[config.mk]
export PLATFORM = sky130hd
export DESIGN_NAME = gpio_port_regs
export DESIGN_NICKNAME = d
export VERILOG_FILES = /design/src/rtl/gpio_pkg.sv /design/src/rtl/gpio_addr_dec.sv /design/src/rtl/gpio_ctl_regs.sv /design/src/rtl/gpio_in_sync.sv /design/src/rtl/gpio_rd_mux.sv /design/src/rtl/gpio_port_regs.sv
export SDC_FILE = /design/constraint.sdc
export NUM_CORES = 1
export LEC_CHECK = 0
export BUFFER_PORTS_ARGS = -buffer_cell sky130_fd_sc_hd__buf_4
export CORE_MARGIN = 1
export CORE_UTILIZATION = 47
export CTS_CLUSTER_DIAMETER = 40
export DETAILED_ROUTE_END_ITERATION = 12
export PLACE_DENSITY = 0.86
export SETUP_SLACK_MARGIN = 0.3
export SYNTH_ARGS = -nofsm -noshare
export SYNTH_HDL_FRONTEND = slang
export SYNTH_SLANG_ARGS = --single-unit
[constraint.sdc]
create_clock -name clk -period 1.2 [get_ports clk]
set_input_delay 0.18 -clock clk [delete_from_list [all_inputs] [get_ports clk]]
set_output_delay 0.18 -clock clk [all_outputs]
set_load 0.05 [all_outputs]
[src/rtl/gpio_pkg.sv]
package gpio_pkg;

  // Register selected by the current bus address
  typedef enum logic [1:0] {
    SEL_NONE = 2'd0,
    SEL_DIR  = 2'd1,
    SEL_DATA = 2'd2,
    SEL_PORT = 2'd3
  } gpio_sel_e;

  localparam int unsigned GPIO_ADDR_W  = 16;
  localparam int unsigned GPIO_PINS    = 8;
  localparam logic [15:0] GPIO_DIR_OFS  = 16'hFE21;
  localparam logic [15:0] GPIO_DATA_OFS = 16'hFF61;
  localparam logic [15:0] GPIO_PORT_OFS = 16'hFF51;

endpackage

[src/rtl/gpio_addr_dec.sv]
module gpio_addr_dec
  import gpio_pkg::*;
#(
  parameter int unsigned ADDR_W    = GPIO_ADDR_W,
  parameter logic [ADDR_W-1:0] DIR_ADDR  = GPIO_DIR_OFS,
  parameter logic [ADDR_W-1:0] DATA_ADDR = GPIO_DATA_OFS,
  parameter logic [ADDR_W-1:0] PORT_ADDR = GPIO_PORT_OFS
) (
  input  logic [ADDR_W-1:0] addr,
  output gpio_sel_e         sel
);

  always_comb begin
    if (addr == DIR_ADDR)       sel = SEL_DIR;
    else if (addr == DATA_ADDR) sel = SEL_DATA;
    else if (addr == PORT_ADDR) sel = SEL_PORT;
    else                        sel = SEL_NONE;
  end

endmodule

[src/rtl/gpio_ctl_regs.sv]
module gpio_ctl_regs
  import gpio_pkg::*;
#(
  parameter int unsigned PINS = GPIO_PINS
) (
  input  logic            clk,
  input  logic            rst_n,
  input  logic            hw_stby,
  input  logic            sw_stby,
  input  logic            wr,
  input  gpio_sel_e       sel,
  input  logic [PINS-1:0] wdata,
  output logic [PINS-1:0] dir_q,
  output logic [PINS-1:0] data_q
);

  logic wr_ok;
  assign wr_ok = wr & ~sw_stby;

  always_ff @(posedge clk or negedge rst_n) begin
    if (!rst_n) begin
      dir_q  <= '0;
      data_q <= '0;
    end else if (hw_stby) begin
      dir_q  <= '0;
      data_q <= '0;
    end else if (wr_ok) begin
      if (sel == SEL_DIR)  dir_q  <= wdata;
      if (sel == SEL_DATA) data_q <= wdata;
    end
  end

endmodule

[src/rtl/gpio_in_sync.sv]
module gpio_in_sync
  import gpio_pkg::*;
#(
  parameter int unsigned PINS   = GPIO_PINS,
  parameter int unsigned STAGES = 2
) (
  input  logic            clk,
  input  logic            rst_n,
  input  logic [PINS-1:0] d,
  output logic [PINS-1:0] q
);

  logic [STAGES-1:0][PINS-1:0] chain;

  always_ff @(posedge clk or negedge rst_n) begin
    if (!rst_n) chain[0] <= '0;
    else        chain[0] <= d;
  end

  for (genvar s = 1; s < STAGES; s++) begin : g_stage
    always_ff @(posedge clk or negedge rst_n) begin
      if (!rst_n) chain[s] <= '0;
      else        chain[s] <= chain[s-1];
    end
  end

  assign q = chain[STAGES-1];

endmodule

[src/rtl/gpio_rd_mux.sv]
module gpio_rd_mux
  import gpio_pkg::*;
#(
  parameter int unsigned PINS = GPIO_PINS
) (
  input  gpio_sel_e       sel,
  input  logic [PINS-1:0] dir_q,
  input  logic [PINS-1:0] data_q,
  input  logic [PINS-1:0] pins_sync,
  output logic [PINS-1:0] rdata
);

  logic [PINS-1:0] port_view;

  for (genvar i = 0; i < PINS; i++) begin : g_bit
    assign port_view[i] = dir_q[i] ? data_q[i] : pins_sync[i];
  end

  always_comb begin
    case (sel)
      SEL_DIR:  rdata = '1;
      SEL_DATA: rdata = data_q;
      SEL_PORT: rdata = port_view;
      default:  rdata = '0;
    endcase
  end

endmodule

[src/rtl/gpio_port_regs.sv]
module gpio_port_regs
  import gpio_pkg::*;
#(
  parameter int unsigned ADDR_W      = GPIO_ADDR_W,
  parameter int unsigned PINS        = GPIO_PINS,
  parameter int unsigned SYNC_STAGES = 2,
  parameter logic [ADDR_W-1:0] DIR_ADDR  = GPIO_DIR_OFS,
  parameter logic [ADDR_W-1:0] DATA_ADDR = GPIO_DATA_OFS,
  parameter logic [ADDR_W-1:0] PORT_ADDR = GPIO_PORT_OFS
) (
  input  logic              clk,
  input  logic              rst_n,
  input  logic              hw_stby,
  input  logic              sw_stby,
  input  logic [ADDR_W-1:0] bus_addr,
  input  logic              bus_wr,
  input  logic [PINS-1:0]   bus_wdata,
  output logic [PINS-1:0]   bus_rdata,
  input  logic [PINS-1:0]   pin_in,
  output logic [PINS-1:0]   pin_oe,
  output logic [PINS-1:0]   pin_out
);

  gpio_sel_e       sel;
  logic [PINS-1:0] dir_q;
  logic [PINS-1:0] data_q;
  logic [PINS-1:0] pins_sync;

  gpio_addr_dec #(
    .ADDR_W   (ADDR_W),
    .DIR_ADDR (DIR_ADDR),
    .DATA_ADDR(DATA_ADDR),
    .PORT_ADDR(PORT_ADDR)
  ) u_dec (
    .addr(bus_addr),
    .sel (sel)
  );

  gpio_ctl_regs #(.PINS(PINS)) u_regs (
    .clk    (clk),
    .rst_n  (rst_n),
    .hw_stby(hw_stby),
    .sw_stby(sw_stby),
    .wr     (bus_wr),
    .sel    (sel),
    .wdata  (bus_wdata),
    .dir_q  (dir_q),
    .data_q (data_q)
  );

  gpio_in_sync #(.PINS(PINS), .STAGES(SYNC_STAGES)) u_sync (
    .clk  (clk),
    .rst_n(rst_n),
    .d    (pin_in),
    .q    (pins_sync)
  );

  gpio_rd_mux #(.PINS(PINS)) u_rd (
    .sel      (sel),
    .dir_q    (dir_q),
    .data_q   (data_q),
    .pins_sync(pins_sync),
    .rdata    (bus_rdata)
  );

  assign pin_oe  = hw_stby ? '0 : dir_q;
  assign pin_out = data_q;

endmodule

Yosys cells after proc, flatten, opt, wreduce, memory -nomap -nowiden

Index checks and enable logic that the tools add are counted.

Equality and inequality tests: 6
Multiplexer cells: 19
Bitwise logic cells: 2
Reductions and logical operators: 5

Operator list:

| cell                                                                   | count |
|---|---|
| 8-bit 2-to-1 mux                                                       | 7 |
| 16-bit equality test (second input constant)                           | 3 |
| 8-bit one-hot mux with 3 select lines                                  | 1 |
| 1-bit 2-to-1 mux                                                       | 8 |
| 2-bit 2-to-1 mux                                                       | 3 |
| 2-bit nonzero test                                                     | 3 |
| 2-bit equality test (second input constant)                            | 2 |
| 2-bit AND reduction                                                    | 2 |
| 2-bit by 1-bit equality test with 1-bit output (second input constant) | 1 |
| 1-bit AND                                                              | 1 |
| 1-bit NOT                                                              | 1 |

Bits in registers: 32
Logic and storage cells: 36

Logic depth before layout (Yosys ltp)

Gate-level depths: netlist (run 1).

Depth in word-level cells: 8
Gate-level depth with buffers: 5
Mapped depth without buffers: 4

By module

A second synthesis (run 1) with hierarchy kept.

Cells, all modules: 143
Area total of the unflattened synthesis: 1,650.3 um^2

By module, submodules not included:

| module         | instances | cells an instance | area an instance (um^2) | sequential area each (um^2) |
|---|---|---|---|---|
| gpio_ctl_regs  | 1         | 64                | 782.0                   | 400.4 |
| gpio_in_sync   | 1         | 24                | 460.4                   | 400.4 |
| gpio_rd_mux    | 1         | 37                | 281.5                   | 0.0 |
| gpio_addr_dec  | 1         | 10                | 76.3                    | 0.0 |
| gpio_port_regs | 1         | 8                 | 50.0                    | 0.0 |

Worst setup path after synthesis (run 1)

Ideal clock, no wire load.

Kind: register -> output
From: register u_regs.data_q[0]
To: output port bus_rdata[0]
Arrival time: 1.348 ns
Slack: -0.328 ns
Cell stages (with the launch flop): 4
Cell sequence: dfrtp_1 mux2i_1 o22ai_1 and2_1

Word-level cells in the longest chain between the ends: 2

RTL lines:

| item                                    | RTL line             | RTL |
|---|---|---|
| start: declaration                      | gpio_ctl_regs.sv:14  | `output logic [PINS-1:0] data_q` |
| start signal: assignment                | gpio_ctl_regs.sv:29  | `if (sel == SEL_DATA) data_q <= wdata;` |
| 1-bit 2-to-1 mux                        | gpio_rd_mux.sv:16    | `assign port_view[i] = dir_q[i] ? data_q[i] : pins_sync[i];` |
| 8-bit one-hot mux with 3 select lines * | gpio_rd_mux.sv:20    | `case (sel)` |
| end: declaration                        | gpio_port_regs.sv:18 | `output logic [PINS-1:0] bus_rdata,` |

Mark *: on every way between the ends. The rest lies on a longest branch, timed or not.

Worst setup path in the final report (run 1)

From: register u_regs.data_q[4]
To: output port bus_rdata[4]

The elaborated chain is that of the path after synthesis.

==> flow_summary.ini, run 1 <==
[power]
p_leak_nw = 1.27
power_density_nw_per_um2 = 700
power.total_w = 0.00197
ir_drop_v = 0.000740

[worst_setup_path]
ff2ff_path_depth = 5
crit_type = reg2out
worstPathCellList = a21oi_1 > o22ai_1 > and2_4 > buf_8
cp-end-kind = primary output
slowest_stage = dfrtp_2
crit_buf_inv = 1
cp.depth = 4
cp-start-kind = register
crit_required_ns = 1.02
crit_arrival_ns = 1.45
path_max_fanout = 4
cpPeakStageDelay_ns = 0.44
cp_top_family = flip-flops
r2r_slack_ns = 0.05
rr_endpoint = u_regs.data_q[7]
r2r_start = u_regs.data_q[7]

[min_path]
min_from = bus_wdata[3]
min_to = u_regs.data_q[3]
hold_depth = 3
hold_path_class = in2reg

[timing]
setup-violations-final = 24
fin_crit_ns = 1.63
period_share_pct = 136
hold_viol = 0
finalWorstSetupSlack_ns = -0.427
hold_ws_ns = 0.159
drv_slew = 0
skew_ns = 0.0114
rsz0062_at_grt = yes
max_clock_freq_mhz = 615
tightestPinTransition_ns = 0.408
relSlewSlack_pct = 72.8

[clocking]
clk_pin_slew_worst_paths_ns = 0.11
cts_buffers = 5
cts_sinks = 32
ctsHtreeMaxLevel = 2
clock_latency_ns = 0.34
cts_tree = done
ctsRootBufferMaster = clkbuf_4
clock_path_buffers = 2

[logic_synthesis]
synth-seq-cells = 32
yosys-top-cells-area = dfrtp_1 (53%), mux2i_1 (11%), nand2b_1 (7.0%)
synthCells = 139
synthArstFlopShare_pct = 100
yosysSeqAreaShare_pct = 52.8
synth_area_um2 = 1520
synth-warning-count = 0
synth_cell_types = 23
synth_edf_count = 0
synth_ff_type = dfrtp_1
synth_largest_area_cell = dfrtp_1
synth_area_per_cell_um2 = 10.9
yosysTopAreaCellShare_pct = 52.8
syn_nets = 176

[route]
wirelength_mm = 5.84
drc_errors = 0
num_vias = 1622
drt_iter0_markers = 47
wl_per_cell_um = 20.1
routed_via_density = 5.59
drt_pass1_iterations = 5
ant_nets = 0

[place]
io_buffers = 60
pre_cts_ws_ns = -0.381
place_hpwl_mm = 2.73
routabilityCongestion = 0.788

[global_route]
grt_max_degree = 33
grt.total_usage_pct = 30.8
antenna_found_initial = 0
grt-ovfl-total = 0
grt_pass1_vias = 1695
grt_pass1_wl_mm = 7.67

[run]
maxCapViolCount = 0

[floorplanning]
start_util_pct = 49.7
die_w_um = 58.8
die_area_um2 = 3460
core-area_um2 = 3050
rows = 20
die_h_um = 58.8
ios = 61

[final_layout]
fin_util_pct = 92.1
layout_common_cells = buf_4 (49), buf_6 (27), dfrtp_1 (24)
fillers = 114
nets = 283
drive_gt1_share_pct = 59.8
syn2layout_area_growth_pct = 85.4
mostFrequentLayoutCell = buf_4
antennaDiodeCount = 0

[status]
violations = setup timing
status = complete, but fails checks
## worst register-to-register path, cell delays in order (launching register included)
cell and delay (ns):
dfrtp_2 0.43, buf_6 0.12, buf_6 0.11, nor2b_1 0.13, o21ai_1 0.14, o21ai_2 0.09
## cell type report
type                       count  area (um2)  share of cell area, %
clock inverter                 1        5.00                  0.178
tap                           44        55.1                   1.96
multi-input combinational     94         777                   27.6
sequential                    32         811                   28.8
inverter                       8        60.1                   2.14
timing repair buffer         105        1060                   37.8
clock buffer                   6        41.3                   1.47
## sequential cells by signal, indices dropped and copies added (netlist names)
register       flops
u_sync.chain       8
u_regs.data_q      8
u_sync.q           8
u_regs.dir_q       8
## power by group
group | total [W] | internal [W] | switching [W]
logic | 0.000281 | 0.000153 | 0.000128
clock network | 0.000574 | 0.000216 | 0.000358
registers | 0.00111 | 0.00110 | 0.00000907
total | 0.00197 | 0.00147 | 0.000496
## cell usage after synthesis (2+ instances only)
library cell / number
a21oi_1: 8
and2_1: 9
mux2i_1: 16
o21ai_0: 8
inv_1: 8
dfrtp_1: 32
nor2b_1: 8
o21ai_1: 8
o22ai_1: 8
nand2b_1: 17
nand2_1: 2
nor2_1: 2
clkbuf_1: 3
## through the flow
step	setup TNS, ns	std cells	instance area, um2
floorplan	-1.77	139	1600
global placement	-5.21	252	2180
detailed placement	-6.65	252	2180
CTS	-3.63	279	2640
global route	-6.42	290	2810
finish	-5.31	290	2810
## worst max path at each step
stage / from / end
2_1_floorplan: bus_addr[1] / u_regs.dir_q[0]
3_3_place_gp: bus_addr[1] / bus_rdata[0]
3_5_place_dp: bus_addr[1] / bus_rdata[0]
4_1_cts: u_regs.data_q[1] / bus_rdata[1]
5_1_grt: u_regs.dir_q[5] / bus_rdata[5]
6_report: u_regs.data_q[4] / bus_rdata[4]
## kinds of logic after synthesis
group / synth area share (%)
AND/OR/NAND/NOR: 22.0
AO/OA/AOI/OAI: 11.2
flip-flops: 52.8
multiplexers: 10.6
buffers and inverters: 3.38
## what timing repair did
action	4_1_cts	5_1_grt
hold buffers	9	0
setup buffers	11	11
resized for setup	62	30
endpoints found under the hold margin	40	0
endpoints found under the setup margin	40	40
pin swaps	12	1
## per-layer routing
metal	global-route usage, %	vias up	part of all wire, %
li1	-	690	-
met1	33.5	787	36
met3	7.91	31	8.5
met2	56.8	114	52
met5	0	-	0
met4	11.9	0	3.7
Power figures use the tool's default switching activity.
==> run 2: changes to the inputs <==
--- a/config.mk
+++ b/config.mk
@@ -11,7 +11,7 @@
 export CTS_CLUSTER_DIAMETER = 40
 export DETAILED_ROUTE_END_ITERATION = 12
 export PLACE_DENSITY = 0.86
-export SETUP_SLACK_MARGIN = 0.3
+export SETUP_SLACK_MARGIN = 0.15
 export SYNTH_ARGS = -nofsm -noshare
 export SYNTH_HDL_FRONTEND = slang
 export SYNTH_SLANG_ARGS = --single-unit
==> run 2 against run 1 <==
Against the previous run:
- the flow still finishes with violations (setup timing)
- flip-flop and latch count stayed put
- cell area is 2.2% lower
- via count is 3.8% lower
- register-to-register slack better by 0.05 ns
- count of clock-buffer cells in the layout is 2 higher
- core utilization is 2.0 points lower
- maximum frequency is 6.0% lower
- die area stayed put
- first-iteration DRC count is 30% higher
- sequential power hardly changed
==> flow_summary.ini, run 2 (synthesis gave the netlist of run 1 again) <==
[final_layout]
mostFrequentLayoutCell = buf_4
syn2layout_area_growth_pct = 81.3
layout_common_cells = buf_4 (49), buf_6 (26), dfrtp_1 (24)
stdcell_area_um2 = 2750
nets = 279
fin_cells = 287
antennaDiodeCount = 0
fin_util_pct = 90.0
fillers = 121
drive_gt1_share_pct = 58.8

[worst_setup_path]
rr_endpoint = u_regs.data_q[0]
cp-end-kind = primary output
critPathLaunch = u_regs.dir_q[1]
path_max_fanout = 2
crit_required_ns = 1.02
cp-start-kind = register
crit_type = reg2out
ff2ff_path_depth = 5
crit_arrival_ns = 1.55
r2r_start = u_regs.data_q[0]
r2r_slack_ns = 0.10

[route]
wirelength_mm = 5.72
wl_per_cell_um = 19.9
routed_via_density = 5.44
drt_iter0_markers = 61
drc_errors = 0
ant_nets = 0
num_vias = 1561
drt_pass1_iterations = 4

[status]
violations = setup timing
status = complete, but fails checks

[min_path]
min_from = bus_wdata[6]
min_to = u_regs.data_q[6]
hold_path_class = in2reg
hold_depth = 3

[clocking]
clk_pin_slew_worst_paths_ns = 0.11
clock_path_buffers = 2
ctsHtreeMaxLevel = 2
clock_latency_ns = 0.35
cts_buffers = 5
cts_tree = done
ctsRootBufferMaster = clkbuf_4
cts_sinks = 32

[power]
clockPowerShare_pct = 32.9
p_leak_nw = 1.31
internal_power_w = 0.00154
pwr-share-seq_pct = 53.5
pwr-share-comb_pct = 13.6
net-switching-power_w = 0.000538
ir_drop_v = 0.000843
power_density_nw_per_um2 = 757
power.total_w = 0.00208
p_sw_share_pct = 25.8

[timing]
hold_viol = 0
tightestPinTransition_ns = 0.414
fin_crit_ns = 1.73
finalWorstSetupSlack_ns = -0.531
drv_slew = 0
period_share_pct = 144
rsz0062_at_grt = yes
setup-violations-final = 23
skew_ns = 0.0108
relSlewSlack_pct = 72.4
max_clock_freq_mhz = 578

[floorplanning]
rows = 20
core-area_um2 = 3050
die_h_um = 58.8
ios = 61
die_area_um2 = 3460
die_w_um = 58.8
start_util_pct = 49.7

[run]
maxCapViolCount = 0

[global_route]
met2_usage_pct = 55.7
grt_util_met3_pct = 8.79
grtUsageMet1_pct = 35.2
grt_pass1_vias = 1673
grt_pass1_wl_mm = 7.95
antenna_found_initial = 0
grt_busiest_layer = met2
grt.total_usage_pct = 32.4
grt-ovfl-total = 0
grt_max_degree = 33

[place]
place_hpwl_mm = 2.74
routabilityCongestion = 0.778
placed_area_um2 = 2130
pre_cts_ws_ns = -0.423
io_buffers = 60
dp_cells = 248
## run 2: changes by cell type in the layout (fill, tap and decap cells not counted), moves of 2 or more
cell / previous run / this run
a21oi_1: 7 / 4
a21oi_2: 1 / 4
buf_8: 20 / 16
clkinvlp_4: 8 / 0
inv_1: 0 / 3
inv_2: 0 / 5
o21ai_1: 8 / 6
## run 2: area by class of cell
class                      count  area, um2  share of cell area [%]
timing repair buffer         101       1010                    36.8
sequential                    32        811                    29.5
inverter                       8       30.0                    1.09
tap                           44       55.1                    2.00
clock buffer                   8       58.8                    2.14
multi-input combinational     94        783                    28.5
## run 2: power groups by stage
| stage | clock [W] | sequential [W] | combinational (W) |
|---|---|---|---|
| floorplan | 0 | 0.00113 | 0.0000740 |
| global placement | 0 | 0.00113 | 0.000214 |
| detailed placement | 0 | 0.00113 | 0.000222 |
| CTS | 0.000653 | 0.00111 | 0.000258 |
| global route | 0.000728 | 0.00112 | 0.000299 |
| finish | 0.000685 | 0.00111 | 0.000282 |
## run 2: worst max-delay path by stage
| stage | end | slack, ns | depth (start not counted) |
|---|---|---|---|
| detailed placement | bus_rdata[0] | -0.42 | 6 |
| finish | bus_rdata[1] | -0.53 | 4 |
| CTS | bus_rdata[4] | -0.33 | 4 |
| global placement | bus_rdata[0] | -0.36 | 6 |
| global route | bus_rdata[1] | -0.58 | 4 |
| floorplan | u_regs.dir_q[0] | -0.15 | 4 |
## run 2: critical path, stage by stage, from the launching register on
cell and delay [ns]:
dfrtp_1 0.42, mux2i_1 0.32, o22ai_1 0.15, and2_4 0.18
buf_8 0.14
## run 2: what timing repair did
item                                    4_1_cts  5_1_grt
cloned                                        0        0
resized for setup                            64       27
setup buffers                                13        9
pin swaps                                    11        2
hold buffers                                  9        0
hold endpoints to repair                     40        0
endpoints found under the setup margin       40       40
## run 2: per-stage QoR
stage / hold slack (ns) / TNS (ns)
after floorplan: -0.116 / -1.77
after global placement: 0.127 / -5.38
after detailed placement: 0.138 / -6.90
after CTS: 0.126 / -3.17
after global routing: 0.136 / -5.44
final: 0.142 / -4.74
## run 2: layer usage
metal / routed length [um] / share of wire [%]
met5: 0 / 0
met4: 211 / 3.7
met3: 416 / 7.3
met2: 3060 / 53
met1: 2040 / 36
==> run 3: changes to the inputs <==
--- a/config.mk
+++ b/config.mk
@@ -5,13 +5,15 @@
 export SDC_FILE = /design/constraint.sdc
 export NUM_CORES = 1
 export LEC_CHECK = 0
+export ABC_AREA = 1
 export BUFFER_PORTS_ARGS = -buffer_cell sky130_fd_sc_hd__buf_4
 export CORE_MARGIN = 1
-export CORE_UTILIZATION = 47
+export CORE_UTILIZATION = 49
 export CTS_CLUSTER_DIAMETER = 40
 export DETAILED_ROUTE_END_ITERATION = 12
-export PLACE_DENSITY = 0.86
+export PLACE_DENSITY = 0.87
 export SETUP_SLACK_MARGIN = 0.15
+export SKIP_CTS_REPAIR_TIMING = 1
 export SYNTH_ARGS = -nofsm -noshare
 export SYNTH_HDL_FRONTEND = slang
 export SYNTH_SLANG_ARGS = --single-unit
==> run 3 against run 2 <==
Against the previous run:
- the flow still finishes with violations (setup timing)
- sequential power about the same
- wire length up 23%
- largest power group unchanged
- die area up 4.9%
- clock power down 0.9%
- via count up 32%
- synthesized area up 9.6%
- flip-flop and latch count unchanged
- critical path type is now in2out
- critical path depth up 6
- clock skew down 0.010 ns
- count of clock-buffer cells in the layout down 1
- setup slack better by 0.20 ns
==> flow_summary.ini, run 3 <==
[status]
status = complete, but fails checks
violations = setup timing

[worst_setup_path]
path_max_fanout = 5
crit_type = in2out
cp-start-kind = input port
crit_arrival_ns = 1.35
cp-end-kind = primary output
crit_required_ns = 1.02

[final_layout]
syn2layout_area_growth_pct = 76.6
nets = 349
layout_common_cells = nand2_1 (56), buf_4 (51), dfrtp_1 (25)
drive_gt1_share_pct = 56.2
antennaDiodeCount = 0
stdcell_area_um2 = 2930
fillers = 106
mostFrequentLayoutCell = nand2_1

[place]
pre_cts_ws_ns = -0.309
placed_area_um2 = 2460
routabilityCongestion = 0.771
io_buffers = 60
place_hpwl_mm = 3.20

[floorplanning]
rows = 20
die_h_um = 60.2
start_util_pct = 53.1
core-area_um2 = 3130
die_area_um2 = 3630
ios = 61
die_w_um = 60.2

[logic_synthesis]
synth-seq-cells = 32
synth_ff_type = dfrtp_1
synth_cell_types = 19
synth_area_um2 = 1660
synth-warning-count = 0
synth_commonest_cells = nand2_1 (70), nand3_1 (33), dfrtp_1 (32), inv_1 (23), nor2_1 (19)
yosysTopAreaCellShare_pct = 48.2
yosys-top-cells-area = dfrtp_1 (48%), nand2_1 (16%), nand3_1 (9.9%)
syn_nets = 250
synth_edf_count = 0
yosysSeqAreaShare_pct = 48.2
synthArstFlopShare_pct = 100
synth_most_common_cell = nand2_1
synth_largest_area_cell = dfrtp_1
synthCells = 213
synth_area_per_cell_um2 = 7.80

[timing]
skew_ns = 0.000808
finalWorstSetupSlack_ns = -0.326
tightestPinTransition_ns = 0.407
setup-violations-final = 16
rsz0062_at_grt = yes
fin_crit_ns = 1.53
drv_slew = 0
hold_viol = 0
max_clock_freq_mhz = 655
setup_tns_ns = -3.11
period_share_pct = 127
hold_ws_ns = 0.170
relSlewSlack_pct = 72.8

[power]
p_sw_share_pct = 27.0
power.total_w = 0.00210
power_density_nw_per_um2 = 717
pwr-share-comb_pct = 14.7
p_leak_nw = 1.56
ir_drop_v = 0.000951
internal_power_w = 0.00153
pwr-share-seq_pct = 53.0
net-switching-power_w = 0.000568
clockPowerShare_pct = 32.3

[clocking]
clock_latency_ns = 0.34
clock_path_buffers = 2
cts_sinks = 32
cts_buffers = 5
ctsRootBufferMaster = clkbuf_4
cts_tree = done
clk_pin_slew_worst_paths_ns = 0.10
ctsHtreeMaxLevel = 2

[route]
num_vias = 2054
drt_iter0_markers = 175
drt_pass1_iterations = 6
highest_layer = met4
routed_via_density = 5.75
ant_nets = 0
dr_wl_met2_mm = 3.56
drc_errors = 0
wl_per_cell_um = 19.7
wirelength_mm = 7.05
wl_met3_um = 665
wl_met1_mm = 2.44

[min_path]
hold_path_class = in2reg

[global_route]
grt_pass1_vias = 1590
grt-ovfl-total = 0
grt.total_usage_pct = 26.3
grt_max_degree = 33
grt_pass1_wl_mm = 6.75
antenna_found_initial = 0

[run]
maxCapViolCount = 0
run 3: cell types whose count changed in the layout (fill, tap and decap cells not counted), moves of 9 or more:
cell and delta:
mux2i_1 -16, nand2b_1 -12, nand3_1 +21, nand2_2 +18, and2_4 -9, nor2_4 +14, inv_1 +10, inv_2 +11
nand3_2 +10, buf_6 -12, nand2_1 +54
run 3: cells by family (layout without fill, tap and decap cells):
group,count (synthesis),after routing,synth area share (%)
AND/OR/NAND/NOR,145,147,43.3
buffers and inverters,34,132,7.91
flip-flops,32,32,48.2
AO/OA/AOI/OAI,2,2,0.602
run 3: metrics by stage:
step,cells,util [%]
after global routing,357,93.8
after floorplan,213,-
after CTS,340,80.5
final,357,93.8
after global placement,332,78.5
after detailed placement,332,78.5
run 3: metal layers:
layer / global-route usage (%) / up-vias
li1: - / 865
met1: 28.8 / 979
met2: 46.6 / 159
met3: 6.71 / 51
met4: 13.0 / 0
met5: 0 / -
run 3: cell type report:
type / instances / area [um2] / share of cell area, %
clock buffer: 7 / 55.1 / 1.88
clock inverter: 1 / 7.51 / 0.256
inverter: 32 / 135 / 4.61
multi-input combinational: 149 / 961 / 32.8
sequential: 32 / 810 / 27.6
tap: 44 / 55.1 / 1.88
timing repair buffer: 92 / 911 / 31.0
run 3: path summary, 6_finish.rpt:
check	cells past startpoint	from	end	slack, ns
max	10	bus_addr[9]	bus_rdata[6]	-0.33
min	5	bus_wdata[4]	u_regs.dir_q[4]	0.17
max reg2reg	5	u_regs.dir_q[3]	u_regs.dir_q[3]	0.27
min reg2reg	0	u_sync.chain[5]	u_sync.q[5]	0.36
max in group asynchronous	2	rst_n	u_regs.data_q[5]	0.57
min in group asynchronous	2	rst_n	u_regs.dir_q[1]	0.31
run 3: worst max-delay path, stage by stage:
cell	delay, ns
buf_4	0.09
nand2_1	0.09
nor2_4	0.15
inv_2	0.07
nor2_4	0.17
nand2_4	0.11
o21ai_2	0.20
inv_2	0.07
nand2_4	0.07
buf_8	0.14
run 3: power by group through the flow:
stage          registers (W)  clock network [W]  logic (W)
2_1_floorplan        0.00113                  0  0.0000925
3_3_place_gp         0.00113                  0   0.000239
3_5_place_dp         0.00113                  0   0.000246
4_1_cts              0.00111           0.000652   0.000247
5_1_grt              0.00112           0.000710   0.000330
6_report             0.00111           0.000679   0.000309
